--- src/rtl/dphy_clk_pkg.sv ---
package dphy_clk_pkg;

    typedef enum logic [1:0] {
        LS_STOP    = 2'b00,
        LS_BRIDGE  = 2'b01,
        LS_HS_ZERO = 2'b10,
        LS_HS_CLK  = 2'b11
    } line_t;

    typedef enum logic [2:0] {
        S_IDLE,
        S_PREP,
        S_ZERO,
        S_PRE,
        S_RUN,
        S_POST,
        S_TRAIL,
        S_EXIT
    } seq_t;

endpackage

--- src/rtl/dphy_clk_timer.sv ---
module dphy_clk_timer #(
    parameter int CNT_W = 8
) (
    input  logic             clk,
    input  logic             rst_n,
    input  logic             load,
    input  logic [CNT_W-1:0] load_val,
    output logic             expired
);
    logic [CNT_W-1:0] cnt;

    always_ff @(posedge clk) begin
        if (!rst_n)
            cnt <= '0;
        else if (load)
            cnt <= load_val;
        else if (cnt != '0)
            cnt <= cnt - 1'b1;
    end

    assign expired = (cnt == '0);

    AST_TIMER_STAYS_ZERO: assert property (@(posedge clk) disable iff (!rst_n)
        (expired && !load) |=> expired);

endmodule

--- src/rtl/dphy_clk_reqlatch.sv ---
module dphy_clk_reqlatch (
    input  logic clk,
    input  logic rst_n,
    input  logic start_in,
    input  logic stop_in,
    input  logic take_start,
    input  logic clr_start,
    input  logic take_stop,
    input  logic clr_stop,
    output logic start_pend,
    output logic stop_pend
);
    always_ff @(posedge clk) begin
        if (!rst_n) begin
            start_pend <= 1'b0;
            stop_pend  <= 1'b0;
        end else begin
            if (clr_start)
                start_pend <= 1'b0;
            else if (take_start && start_in)
                start_pend <= 1'b1;
            if (clr_stop)
                stop_pend <= 1'b0;
            else if (take_stop && stop_in)
                stop_pend <= 1'b1;
        end
    end

    AST_START_PEND_ONLY_IN_GUARD: assert property (@(posedge clk) disable iff (!rst_n)
        start_pend |-> take_start);

endmodule

--- src/rtl/dphy_clk_seq.sv ---
module dphy_clk_seq
    import dphy_clk_pkg::*;
#(
    parameter int CNT_W = 8
) (
    input  logic             clk,
    input  logic             rst_n,
    input  logic             burst_start,
    input  logic             burst_end,
    input  logic [CNT_W-1:0] cfg_prepare,
    input  logic [CNT_W-1:0] cfg_zero,
    input  logic [CNT_W-1:0] cfg_pre,
    input  logic [CNT_W-1:0] cfg_post,
    input  logic [CNT_W-1:0] cfg_trail,
    input  logic [CNT_W-1:0] cfg_exit,
    output logic [1:0]       line_state,
    output logic             data_go
);
    seq_t             state, nxt;
    logic             tmr_zero;
    logic             tmr_load;
    logic [CNT_W-1:0] tmr_val;
    logic             start_pend, stop_pend;
    logic             in_guard, in_lead;
    line_t            line_q;

    // state register
    always_ff @(posedge clk) begin
        if (!rst_n)
            state <= S_IDLE;
        else
            state <= nxt;
    end

    // next state
    always_comb begin
        nxt = state;
        unique case (state)
            S_IDLE:  if (burst_start) nxt = S_PREP;
            S_PREP:  if (tmr_zero) nxt = S_ZERO;
            S_ZERO:  if (tmr_zero) nxt = S_PRE;
            S_PRE:   if (tmr_zero) nxt = S_RUN;
            S_RUN:   if (stop_pend || burst_end) nxt = S_POST;
            S_POST:  if (tmr_zero) nxt = S_TRAIL;
            S_TRAIL: if (tmr_zero) nxt = S_EXIT;
            S_EXIT:  if (tmr_zero) nxt = (start_pend || burst_start) ? S_PREP : S_IDLE;
            default: nxt = S_IDLE;
        endcase
    end

    // interval selection, loaded on every state change
    always_comb begin
        tmr_val = '0;
        unique case (nxt)
            S_PREP:  tmr_val = cfg_prepare;
            S_ZERO:  tmr_val = cfg_zero;
            S_PRE:   tmr_val = cfg_pre;
            S_POST:  tmr_val = cfg_post;
            S_TRAIL: tmr_val = cfg_trail;
            S_EXIT:  tmr_val = cfg_exit;
            default: tmr_val = '0;
        endcase
    end

    assign tmr_load = (nxt != state);
    assign in_guard = (state == S_EXIT);
    assign in_lead  = (state == S_PREP) || (state == S_ZERO) || (state == S_PRE);

    dphy_clk_timer #(.CNT_W(CNT_W)) u_timer (
        .clk      (clk),
        .rst_n    (rst_n),
        .load     (tmr_load),
        .load_val (tmr_val),
        .expired  (tmr_zero)
    );

    dphy_clk_reqlatch u_req (
        .clk        (clk),
        .rst_n      (rst_n),
        .start_in   (burst_start),
        .stop_in    (burst_end),
        .take_start (in_guard),
        .clr_start  (in_guard && nxt != S_EXIT),
        .take_stop  (in_lead),
        .clr_stop   (state == S_RUN && nxt == S_POST),
        .start_pend (start_pend),
        .stop_pend  (stop_pend)
    );

    // outputs
    always_comb begin
        line_q  = LS_STOP;
        data_go = 1'b0;
        unique case (state)
            S_IDLE, S_EXIT:  line_q = LS_STOP;
            S_PREP:          line_q = LS_BRIDGE;
            S_ZERO, S_TRAIL: line_q = LS_HS_ZERO;
            S_PRE, S_POST:   line_q = LS_HS_CLK;
            S_RUN: begin
                line_q  = LS_HS_CLK;
                data_go = 1'b1;
            end
            default:         line_q = LS_STOP;
        endcase
    end

    assign line_state = line_q;

    AST_READY_WHILE_TOGGLING: assert property (@(posedge clk) disable iff (!rst_n)
        data_go |-> line_state == LS_HS_CLK);
    AST_READY_AFTER_TOGGLE: assert property (@(posedge clk) disable iff (!rst_n)
        $rose(data_go) |-> $past(line_state) == LS_HS_CLK);
    AST_BRIDGE_FROM_STOP: assert property (@(posedge clk) disable iff (!rst_n)
        (line_state == LS_BRIDGE && $past(line_state) != LS_BRIDGE) |-> $past(line_state) == LS_STOP);
    AST_STOP_FROM_TRAIL: assert property (@(posedge clk) disable iff (!rst_n)
        (line_state == LS_STOP && $past(line_state) != LS_STOP) |-> $past(line_state) == LS_HS_ZERO);
    AST_ZERO_ENTRY: assert property (@(posedge clk) disable iff (!rst_n)
        (line_state == LS_HS_ZERO && $past(line_state) != LS_HS_ZERO) |-> $past(line_state) != LS_STOP);
    AST_DEFERRED_STOP_ONE_CYCLE: assert property (@(posedge clk) disable iff (!rst_n)
        (data_go && stop_pend) |=> !data_go);

endmodule

--- config.mk ---
export PLATFORM = sky130hd
export DESIGN_NAME = dphy_clk_seq
export DESIGN_NICKNAME = d
export VERILOG_FILES = /design/src/rtl/dphy_clk_pkg.sv /design/src/rtl/dphy_clk_timer.sv /design/src/rtl/dphy_clk_reqlatch.sv /design/src/rtl/dphy_clk_seq.sv
export SDC_FILE = /design/constraint.sdc
export NUM_CORES = 1
export LEC_CHECK = 0
export BUFFER_PORTS_ARGS = -buffer_cell sky130_fd_sc_hd__buf_4
export CAP_MARGIN = 20
export CORE_MARGIN = 1
export CORE_UTILIZATION = 56
export CTS_BUF_LIST = sky130_fd_sc_hd__clkbuf_8
export DETAILED_ROUTE_END_ITERATION = 10
export HOLD_SLACK_MARGIN = 0.06
export PLACE_DENSITY = 0.89
export SLEW_MARGIN = 20
export SYNTH_ARGS = -nofsm -noshare
export SYNTH_HDL_FRONTEND = slang
export SYNTH_SLANG_ARGS = --single-unit
--- constraint.sdc ---
create_clock -name clk -period 4.5 [get_ports clk]
set_input_delay 0 -clock clk [delete_from_list [all_inputs] [get_ports clk]]
set_output_delay 0 -clock clk [all_outputs]
set_load 0.05 [all_outputs]
==> metrics.log, run 1 <==
[metrics] Root Buffer Master: clkbuf_8
[metrics] FF/Latch Area: 260.3 um2
[metrics] total wire length: 4954 um
[metrics] Hold Path Class: in2reg
[metrics] CTS Buf Count: 3
[metrics] overflow left after global routing: 0
[metrics] endpoint class of the critical path: register
[metrics] Max rail drop VDD: 414.4 uV
[metrics] fin nets: 297
[metrics] number of inserted diodes: 0
[metrics] post-synth top area share: 0.1706
[metrics] area taken by multi-input logic gates: 1191 um2
[metrics] Port Buffer Count: 54
[metrics] count of filler cells inserted in the layout: 179
[metrics] Mapped Avg Cell Area: 7.782 um2
[metrics] half-perimeter wire length after detailed placement: 3570 um
[metrics] core area: 2522 um2
[metrics] Die Wd: 54.19 um
[metrics] drt first-iter violations: 132
[metrics] Tcrit/Tclk final: 0.7051
[metrics] effective utilization at floorplan: 0.6047
[metrics] maximum operating frequency: 315.2 MHz
[metrics] power density normalized to cell area: 505.1 nW/um2
[metrics] Seq cells post-synth: 13
[metrics] cell accounting for the most synthesized area: dfxtp_1
[metrics] largest cells by area after synthesis: dfxtp_1 (17%), nand2_1 (6.6%), mux2i_1 (5.9%), xnor2_1 (5.2%), o22ai_1 (4.5%)
[metrics] WHS: 0.07861 ns
[metrics] Post-Syn Instances: 196
[metrics] Setup Total Neg Slack: 0 ns
[metrics] Worst Path Class, Setup: reg2reg
[metrics] area of the mapped netlist: 1525 um2
[metrics] clock tree from TritonCTS: yes
[metrics] hold violation count in the final report: 0
[metrics] DRT Pass-1 Iters: 6
[metrics] final RePlAce weighted congestion: 0.9065
[metrics] Longest Clk Path Bufs: 2
[metrics] shortest clock period the worst path allows after layout: 3.173 ns
[metrics] area overhead of the layout relative to synthesis: 29.53%
[metrics] EDFF count, synth: 0
[metrics] post-synthesis sequential area ratio: 0.1706
[metrics] later-pin clock latency in the skew report: 0.24 ns
[metrics] final routed DRC violation total: 0
[metrics] CP Launch Type: register
[metrics] Avg Vias per Cell: 6.923
[metrics] share of final-layout standard cells stronger than drive strength 1: 0.3128
[metrics] RSZ-0062 raised after global routing: no
[metrics] Die Span Y: 54.19 um
[metrics] wire length of the first global-routing pass: 7534 um
[metrics] share of flip-flops with an asynchronous set or reset: 0
[metrics] via count of the first global-routing pass: 1629
[metrics] area of the die: 2937 um2
[metrics] number of top-level design ports: 55
[metrics] final count of pins violating max slew: 0
[metrics] Synth cell types: 61
[metrics] status: completed
[metrics] maximum number of pins on one net before global-route repair: 26
[metrics] most numerous cell in the Yosys netlist: nand2_1
[metrics] static power due to leakage: 0.8281 nW
[metrics] required time worst endpoint: 4.60 ns
[metrics] clock-pin transition on the worst setup and hold timing paths: 0.05 ns
[metrics] maxcap violations: 0
[metrics] Warnings, synthesis: 0
[metrics] routed len/inst: 18.15 um
[metrics] clock sinks: 13
[metrics] Final ANT Viol Nets: 0
[metrics] number of H-tree levels: 1
[metrics] final number of setup-violating endpoints: 0
[metrics] maximum clock skew at final layout: 0.005862 ns
[metrics] number of core rows: 18
[metrics] aggregate global-route resource usage: 0.3564
[metrics] number of nets produced by synthesis: 249
[metrics] DR vias: 1890
[metrics] leading cell types by count after synthesis: nand2_1 (27), dfxtp_1 (13), o22ai_1 (11)
[metrics] Arrival @ worst endpoint: 3.27 ns
[metrics] post-cts resize count: 0
[metrics] tightest slew margin relative to the limit: 0.5013
[metrics] most used flip-flop cell after synthesis: dfxtp_1
[metrics] crit path max fanout: 22
[metrics] Worst-Margin Slew: 0.7458 ns
[metrics] antenna violations before repair: 0
state kept, by name (all words and copies together), names as in the netlist:
name and count:
u_timer.cnt 8, u_req.start_pend 1, u_req.stop_pend 1, state 3
critical path, stage by stage (launching register included):
cell and delay [ns]:
dfxtp_1 0.31, inv_1 0.11, ha_1 0.20, nor3b_2 0.49
nand3_2 0.59, a31o_2 0.43, a2111oi_0 0.59, o22a_1 0.24
a22oi_1 0.06
report_power, final:
group          switching (mW)  internal [mW]  leakage, nW
Sequential             0.0537          0.149        0.107
Clock                  0.0415         0.0602       0.0269
Combinational           0.397          0.297        0.694
layout by cell type, fill, tap and decap left out, drive strengths merged, types with 4 or more instances in the layout:
cell type / netlist / layout
o22ai: 12 / 12
o21ai: 7 / 7
nor4: 9 / 9
buf: 4 / 55
nor2: 6 / 6
mux2i: 9 / 9
o211a: 4 / 4
nand2: 27 / 27
a31oi: 4 / 4
a221oi: 4 / 4
a21oi: 8 / 8
inv: 5 / 6
dfxtp: 13 / 13
nor3: 8 / 8
xnor2: 9 / 9
timing repair:
action | 4_1_cts | 5_1_grt
hold buffers | 1 | 0
buffers inserted | 0 | 0
hold endpoints to repair | 2 | 0
setup endpoints to repair | 0 | 0
per-stage QoR:
stage                     cell area (um2)  power (mW)  utilization  std cells  worst slack (ns)
after detailed placement             1921      0.8673       0.7614        268             1.432
after CTS                            1976      0.9762       0.7832        273             1.418
final                                1976      0.9978       0.7832        273             1.327
after global placement               1921      0.8453       0.7614        268             1.575
after global routing                 1976       1.049       0.7832        273             1.168
after floorplan                      1525      0.7148            -        196             2.165
final cells by class:
type                       count  area share
clock buffer                   3     0.02090
clock inverter                 1    0.001900
inverter                       5    0.009500
multi-input combinational    165      0.6029
sequential                    13      0.1317
tap                           30     0.01900
timing repair buffer          56      0.2141
cell families (layout without fill, tap and decap cells):
family,after synthesis,after routing,share of synthesized area
compound gates,71,71,0.3634
xor+xnor,9,9,0.05168
fa+ha+maj,1,1,0.008202
buf+inv,18,65,0.04840
flops,13,13,0.1706
mux,11,11,0.08121
simple gates,73,73,0.2765
routing by layer:
layer  track usage  share of wire
met1        0.4370           0.38
met2        0.6118           0.46
met3       0.06215           0.12
met4        0.1325          0.039
met5             0              0
worst paths after layout:
path / slack, ns / startpoint / cells past startpoint / endpoint
hold / removal: 0.08 / burst_end / 3 / u_req.stop_pend$_SDFFE_PP0P_
hold reg to reg: 0.50 / u_req.stop_pend$_SDFFE_PP0P_ / 2 / u_req.stop_pend$_SDFFE_PP0P_
setup / recovery: 1.33 / u_timer.cnt[0]$_SDFFE_PN0P_ / 8 / u_timer.cnt[0]$_SDFFE_PN0P_
setup reg to reg: 1.33 / u_timer.cnt[0]$_SDFFE_PN0P_ / 8 / u_timer.cnt[0]$_SDFFE_PN0P_
(Power assumes the default switching activity.)
==> inputs of run 2 (changes only) <==
--- a/config.mk
+++ b/config.mk
@@ -5,14 +5,15 @@
 export SDC_FILE = /design/constraint.sdc
 export NUM_CORES = 1
 export LEC_CHECK = 0
+export ABC_AREA = 1
 export BUFFER_PORTS_ARGS = -buffer_cell sky130_fd_sc_hd__buf_4
 export CAP_MARGIN = 20
 export CORE_MARGIN = 1
-export CORE_UTILIZATION = 56
+export CORE_UTILIZATION = 51
 export CTS_BUF_LIST = sky130_fd_sc_hd__clkbuf_8
 export DETAILED_ROUTE_END_ITERATION = 10
 export HOLD_SLACK_MARGIN = 0.06
-export PLACE_DENSITY = 0.89
+export PLACE_DENSITY = 0.83
 export SLEW_MARGIN = 20
 export SYNTH_ARGS = -nofsm -noshare
 export SYNTH_HDL_FRONTEND = slang
==> constraint.sdc (replaced) <==
create_clock -name clk -period 3.3 [get_ports clk]
set_input_delay 0 -clock clk [delete_from_list [all_inputs] [get_ports clk]]
set_output_delay 0 -clock clk [all_outputs]
set_load 0.05 [all_outputs]
==> metrics.log, run 2 <==
[metrics] CP bufs+invs: 2 (+1)
[metrics] most flop-heavy register: u_timer.cnt
[metrics] FF/Latch Area: 260.3 um2 (unchanged)
[metrics] post-synthesis sequential area ratio: 0.1818 (+0.01119)
[metrics] share of the synthesized netlist area taken by xor and xnor gates: 0.02448 (-0.02721)
[metrics] aggregate global-route resource usage: 0.2690 (-0.08734)
[metrics] count of filler cells inserted in the layout: 237 (+32%)
[metrics] maximum clock skew at final layout: 0.004696 ns (-0.001166 ns)
[metrics] area of the mapped netlist: 1431 um2 (-6.2%)
[metrics] Arrival @ worst endpoint: 2.68 ns (-0.59 ns)
[metrics] later-pin clock latency in the skew report: 0.25 ns (about the same)
[metrics] share of flip-flops with an asynchronous set or reset: 0 (unchanged)
[metrics] half-perimeter wire length after detailed placement: 2888 um (-19%)
[metrics] status: completed
[metrics] post-synthesis simple-gate area fraction: 0.4974 (+0.2209)
[metrics] Root Buffer Master: clkbuf_8
[metrics] number of H-tree levels: 1 (unchanged)
[metrics] fin nets: 321 (+8.1%)
[metrics] clock sinks: 13 (unchanged)
[metrics] final number of setup-violating endpoints: 0 (unchanged)
[metrics] Final ANT Viol Nets: 0 (unchanged)
[metrics] routed len/inst: 12.53 um (-31%)
[metrics] core area: 2567 um2 (+1.8%)
[metrics] required time worst endpoint: 3.48 ns (-1.12 ns)
[metrics] Post-CTS Repair Setup Buffers: 0 (unchanged)
[metrics] maximum operating frequency: 400.8 MHz (+27%)
[metrics] Post-Syn Instances: 217 (+11%)
[metrics] CP startpoint: state[2]$_SDFF_PN0_
[metrics] number of core rows: 18 (unchanged)
[metrics] Synth cell types: 35 (-43%)
[metrics] number of top-level design ports: 55 (unchanged)
[metrics] series of cell instances along the critical path: inv_2 > o41ai_2 > nand2_1 > nand2_1 > inv_1 > nand3_1 > o21bai_1 > a21oi_1
[metrics] most numerous cell in the Yosys netlist: nand2_1
[metrics] tightest slew margin relative to the limit: 0.4752 (-0.02606)
[metrics] clock tree from TritonCTS: yes
[metrics] final RePlAce weighted congestion: 0.7875 (-13%)
[metrics] maxcap violations: 0 (unchanged)
[metrics] Avg Vias per Cell: 5.296 (-23%)
[metrics] Hold Path Class: in2reg
[metrics] startpoint of the tightest hold check path: burst_start
[metrics] most frequent cells in the layout: buf_4 (54), nand2_1 (46), nand4_1 (25)
[metrics] clock-pin transition on the worst setup and hold timing paths: 0.06 ns (about the same)
[metrics] static power due to leakage: 0.9405 nW (+14%)
[metrics] RSZ-0062 raised after global routing: no
[metrics] dominant combinational cell family by area after synthesis: simple AND/OR/NAND/NOR gates
[metrics] via count of the first global-routing pass: 1383 (-15%)
[metrics] number of inserted diodes: 0 (unchanged)
[metrics] final routed DRC violation total: 0 (unchanged)
[metrics] total wire length: 3721 um (-25%)
[metrics] DRT Pass-1 Iters: 4 (-2)
[metrics] crit path max fanout: 20 (-9.1%)
[metrics] Port Buffer Count: 54 (unchanged)
[metrics] antenna violations before repair: 0 (unchanged)
[metrics] effective utilization at floorplan: 0.5575 (-0.04716)
[metrics] Warnings, synthesis: 0 (unchanged)
[metrics] Top cell by count, worst path: nand2_1
[metrics] registers with the most flip-flops: u_timer.cnt: 8 flops, state: 3 flops
[metrics] endpoint class of the critical path: register
[metrics] slowest cell delay on critical path: 0.82 ns (+0.23 ns)
[metrics] Setup Total Neg Slack: 0 ns (unchanged)
[metrics] overflow left after global routing: 0 (unchanged)
[metrics] hold violation count in the final report: 0 (unchanged)
[metrics] Worst-Margin Slew: 0.7787 ns (+0.03288 ns)
[metrics] Max rail drop VDD: 635.4 uV (+53%)
[metrics] leading cell types by count after synthesis: nand2_1 (46), nand4_1 (25), nand3_1 (20), inv_1 (18), nor2_1 (18)
[metrics] wire length of the first global-routing pass: 5754 um (-24%)
[metrics] shortest clock period the worst path allows after layout: 2.495 ns (-0.6776 ns)
[metrics] area of the die: 3022 um2 (+2.9%)
[metrics] drt first-iter violations: 52 (-61%)
[metrics] adder-cell share of the synthesized area: 0.008741 (+0.0005378)
[metrics] largest cells by area after synthesis: dfxtp_1 (18%), nand2_1 (12%), nand4_1 (11%), nand3_1 (7.0%), a21oi_1 (5.2%)
[metrics] WHS: 0.09851 ns (+0.01990 ns)
[metrics] cell class contributing the biggest share of worst-path delay: compound AO/OA/AOI/OAI gates
[metrics] Crit-path slowest cell: o41ai_2
[metrics] area overhead of the layout relative to synthesis: 28.32%
[metrics] Die Wd: 54.98 um (+1.4%)
[metrics] startpoint of the worst-slack reg-to-reg timing path: state[2]$_SDFF_PN0_
[metrics] final count of pins violating max slew: 0 (unchanged)
[metrics] synthesized-area fraction occupied by ao, oa, aoi and oai cells: 0.1530 (-0.2104)
[metrics] power density normalized to cell area: 673.4 nW/um2 (+33%)
[metrics] Longest Clk Path Bufs: 2 (unchanged)
[metrics] CP Launch Type: register
[metrics] commonest non-fill, non-tap cell in the layout: buf_4
[metrics] share of final-layout standard cells stronger than drive strength 1: 0.3221 (+0.009340)
[metrics] number of nets produced by synthesis: 270 (+8.4%)
[metrics] Worst Path Class, Setup: reg2reg
[metrics] Mapped Avg Cell Area: 6.596 um2 (-15%)
[metrics] max reg flops: 8 (unchanged)
[metrics] most used flip-flop cell after synthesis: dfxtp_1
[metrics] cell accounting for the most synthesized area: dfxtp_1
[metrics] post-synth top area share: 0.1818 (+0.01119)
[metrics] maximum number of pins on one net before global-route repair: 28 (+7.7%)
[metrics] area taken by multi-input logic gates: 978.4 um2 (-18%)
[metrics] Die Span Y: 54.98 um (+1.4%)
[metrics] EDFF count, synth: 0 (unchanged)
[metrics] Tcrit/Tclk final: 0.7561 (+0.05105)
[metrics] DR vias: 1573 (-17%)
[metrics] portion of netlist area occupied by mux cells: 0 (-0.08121)
[metrics] CTS Buf Count: 3 (unchanged)
[metrics] Seq cells post-synth: 13 (unchanged)
-- run 2: cell types whose count changed in the layout (fill, tap and decap cells not counted), sizes merged, moves of 7 or more --
cell    before  now
a21oi        8   15
inv          6   26
mux2i        9    0
o22ai       12    0
xnor2        9    1
nand2       27   54
nand3        2   21
o21bai       0    8
nand4        3   25
nor4         9    1
nor2         6   25
nor3         8    0
-- run 2: cells by family after synthesis --
group	after synthesis
and+or+nand+nor	130
buffers and inverters	35
AOI/OAI and AO/OA	34
DFF	13
xor gates and xnor gates	4
adders and majority gates	1
-- run 2: cell type report --
class | instances | area share
tap | 30 | 0.02044
inverter | 26 | 0.05450
clock buffer | 3 | 0.02248
timing repair buffer | 55 | 0.2262
clock inverter | 1 | 0.002044
sequential | 13 | 0.1417
multi-input combinational | 169 | 0.5327
-- run 2: tightest hold or removal path, stage by stage --
cell	delay, ns
buf_4	0.11
nor2_1	0.13
a211oi_1	0.07
-- run 2: path summary, 6_finish.rpt --
path | endpoint | slack (ns) | depth (start not counted)
max | u_timer.cnt[1]$_SDFFE_PN0P_ | 0.80 | 8
min | u_req.start_pend$_SDFFE_PP0P_ | 0.1 | 3
max reg2reg | u_timer.cnt[1]$_SDFFE_PN0P_ | 0.80 | 8
min reg2reg | u_req.stop_pend$_SDFFE_PP0P_ | 0.53 | 1
-- run 2: per-layer routing --
metal	vias to the layer above	track usage	routed length, um
met2	52	0.4739	1790
met3	6	0.05464	225
met5	-	0	0
met4	0	0.05833	31
li1	836	-	-
met1	679	0.3344	1674
-- run 2: power by group --
part	total, mW	internal, mW	switching [mW]
clock	0.146	0.0824	0.0638
sequential	0.240	0.199	0.0402
combinational	0.851	0.319	0.532
-- run 2: metrics by stage --
stage	worst slack (ns)	std cells	total power, mW	utilization	cell area [um2]
floorplan	1.406	217	0.9966	-	1431
global placement	0.9086	292	1.084	0.6940	1782
detailed placement	0.8444	292	1.090	0.6940	1782
CTS	0.8213	297	1.241	0.7154	1837
global route	0.5885	297	1.343	0.7154	1837
finish	0.8048	297	1.237	0.7154	1837
-- run 2: timing repair --
action / CTS / global route
gates resized for setup: 0 / 0
endpoints found under the hold margin: 4 / 0
hold buffers: 1 / 0
setup endpoints to repair: 0 / 0
==> inputs of run 3 (changes only) <==
==> constraint.sdc (replaced) <==
create_clock -name clk -period 2.56 [get_ports clk]
set_input_delay 0 -clock clk [delete_from_list [all_inputs] [get_ports clk]]
set_output_delay 0 -clock clk [all_outputs]
set_load 0.05 [all_outputs]
==> metrics.log, run 3 (synthesis gave the netlist of run 2 again) <==
[metrics] maximum number of pins on one net before global-route repair: 28 (unchanged)
[metrics] total wire length: 3840 um (+3.2%)
[metrics] shortest clock period the worst path allows after layout: 2.181 ns (-0.3144 ns)
[metrics] final RePlAce weighted congestion: 0.8018 (+1.8%)
[metrics] area of the die: 3022 um2 (unchanged)
[metrics] maxcap violations: 0 (unchanged)
[metrics] share of final-layout standard cells stronger than drive strength 1: 0.3309 (+0.008758)
[metrics] fin nets: 323 (+0.62%)
[metrics] DRT Pass-1 Iters: 4 (unchanged)
[metrics] Avg Vias per Cell: 5.415 (+2.2%)
[metrics] number of core rows: 18 (unchanged)
[metrics] power density normalized to cell area: 872.3 nW/um2 (+30%)
[metrics] setup slack on the worst flop-to-flop path: 0.38 ns (-0.43 ns)
[metrics] Hold Path Class: in2reg
[metrics] maximum clock skew at final layout: 0.002403 ns (-0.002293 ns)
[metrics] depth of the worst register-to-register path: 10 (+2)
[metrics] half-perimeter wire length after detailed placement: 2978 um (+3.1%)
[metrics] Die Wd: 54.98 um (unchanged)
[metrics] CP Launch Type: register
[metrics] startpoint of the worst-slack reg-to-reg timing path: state[2]$_SDFF_PN0_
[metrics] most flop-heavy register: u_timer.cnt
[metrics] effective utilization at floorplan: 0.5575 (unchanged)
[metrics] Arrival @ worst endpoint: 2.36 ns (-0.32 ns)
[metrics] hold-critical path endpoint: u_req.start_pend$_SDFFE_PP0P_
[metrics] overflow left after global routing: 0 (unchanged)
[metrics] status: completed
[metrics] commonest non-fill, non-tap cell in the layout: buf_4
[metrics] final routed DRC violation total: 0 (unchanged)
[metrics] WHS: 0.1070 ns (+0.008508 ns)
[metrics] max reg flops: 8 (unchanged)
[metrics] antenna violations before repair: 0 (unchanged)
[metrics] Root Buffer Master: clkbuf_8
[metrics] required time worst endpoint: 2.74 ns (-0.74 ns)
[metrics] Reg-to-Reg End: u_timer.cnt[2]$_SDFFE_PN0P_
[metrics] Post-CTS Repair Setup Buffers: 0 (unchanged)
[metrics] final number of setup-violating endpoints: 0 (unchanged)
[metrics] clock sinks: 13 (unchanged)
[metrics] Longest Clk Path Bufs: 2 (unchanged)
[metrics] Max rail drop VDD: 675.8 uV (+6.4%)
[metrics] Final ANT Viol Nets: 0 (unchanged)
[metrics] clock tree from TritonCTS: yes
[metrics] core area: 2567 um2 (unchanged)
[metrics] tightest slew margin relative to the limit: 0.5323 (+0.05706)
[metrics] crit path max fanout: 20 (unchanged)
[metrics] registers with the most flip-flops: u_timer.cnt: 8 flops, state: 3 flops
[metrics] later-pin clock latency in the skew report: 0.25 ns (about the same)
[metrics] area overhead of the layout relative to synthesis: 29.46%
[metrics] count of filler cells inserted in the layout: 216 (-8.9%)
[metrics] aggregate global-route resource usage: 0.2887 (+0.01970)
[metrics] number of H-tree levels: 1 (unchanged)
[metrics] routed len/inst: 12.84 um (+2.5%)
[metrics] clock-pin transition on the worst setup and hold timing paths: 0.06 ns (about the same)
[metrics] hold violation count in the final report: 0 (unchanged)
[metrics] endpoint class of the critical path: register
[metrics] drt first-iter violations: 29 (-44%)
[metrics] wire length of the first global-routing pass: 6127 um (+6.5%)
[metrics] static power due to leakage: 0.9487 nW (+0.87%)
[metrics] most frequent cells in the layout: buf_4 (56), nand2_1 (46), nand4_1 (25)
[metrics] cell count of the worst hold path: 3 (unchanged)
[metrics] RSZ-0062 raised after global routing: no
[metrics] Worst Path Class, Setup: reg2reg
[metrics] Setup Total Neg Slack: 0 ns (unchanged)
[metrics] CTS Buf Count: 3 (unchanged)
[metrics] area taken by multi-input logic gates: 978.4 um2 (unchanged)
[metrics] number of top-level design ports: 55 (unchanged)
[metrics] maximum operating frequency: 458.5 MHz (+14%)
[metrics] FF/Latch Area: 260.3 um2 (unchanged)
[metrics] startpoint of the tightest hold check path: burst_start
[metrics] Die Span Y: 54.98 um (unchanged)
[metrics] Port Buffer Count: 54 (unchanged)
[metrics] Worst-Margin Slew: 0.7006 ns (-0.07803 ns)
[metrics] final count of pins violating max slew: 0 (unchanged)
[metrics] Tcrit/Tclk final: 0.8519 (+0.09577)
[metrics] DR vias: 1619 (+2.9%)
[metrics] number of inserted diodes: 0 (unchanged)
[metrics] via count of the first global-routing pass: 1468 (+6.1%)
==> run 3: changes by cell type in the layout (fill, tap and decap cells not counted) <==
cell	delta
inv_1	-1
buf_4	+2
clkinv_2	+1
==> run 3: what timing repair did <==
action	CTS	global route
hold buffers	1	0
endpoints found under the hold margin	3	0
gates resized for setup	0	0
==> run 3: routing by layer <==
metal	global-route usage	part of all wire	wire (um)	vias up
met1	0.3061	0.43	1640	717
met3	0.06284	0.047	182	8
li1	-	-	-	841
met4	0.1292	0.021	82	0
met2	0.5382	0.50	1933	53
met5	0	0	0	-
==> run 3: worst max path at each step <==
stage | from | to | slack [ns] | depth (start not counted)
final | state[2]$_SDFF_PN0_ | u_timer.cnt[2]$_SDFFE_PN0P_ | 0.38 | 10
after global routing | state[2]$_SDFF_PN0_ | u_timer.cnt[2]$_SDFFE_PN0P_ | 0.12 | 10
after CTS | state[2]$_SDFF_PN0_ | u_timer.cnt[2]$_SDFFE_PN0P_ | 0.40 | 10
after detailed placement | state[2]$_SDFF_PN0_ | u_timer.cnt[2]$_SDFFE_PN0P_ | 0.42 | 10
after global placement | state[2]$_SDFF_PN0_ | u_timer.cnt[2]$_SDFFE_PN0P_ | 0.45 | 10
after floorplan | u_timer.cnt[0]$_SDFFE_PN0P_ | u_timer.cnt[5]$_SDFFE_PN0P_ | 0.67 | 14
==> run 3: cell type report <==
| type | instances | share of cell area |
|---|---|---|
| Multi-Input combinational cell | 169 | 0.5280 |
| Timing Repair Buffer | 57 | 0.2323 |
| Sequential cell | 13 | 0.1404 |
| Inverter | 26 | 0.05402 |
| Clock buffer | 3 | 0.02228 |
| Tap cell | 30 | 0.02026 |
| Clock inverter | 1 | 0.002701 |
==> run 3: critical path: stages (launching register included) <==
cell	delay (ns)
dfxtp_1	0.77
inv_2	0.07
nor2_1	0.13
o21ai_0	0.14
a21oi_1	0.17
nor2_1	0.07
nor2_2	0.28
nand4_1	0.13
nand3_1	0.14
o21bai_1	0.07
a21oi_1	0.13
==> run 3: metrics by stage <==
stage	setup slack (ns)	power, mW	utilization	instance area [um2]	instances
finish	0.3791	1.616	0.7217	1853	299
CTS	0.4048	1.612	0.7217	1853	299
global route	0.1243	1.739	0.7217	1853	299
floorplan	0.6656	1.285	-	1431	217
global placement	0.4538	1.394	0.6998	1797	294
detailed placement	0.4203	1.416	0.6998	1797	294
==> run 3: report_power, final <==
group | internal, mW | switching [mW]
combinational | 0.412 | 0.701
clock | 0.108 | 0.0845
sequential | 0.257 | 0.0547
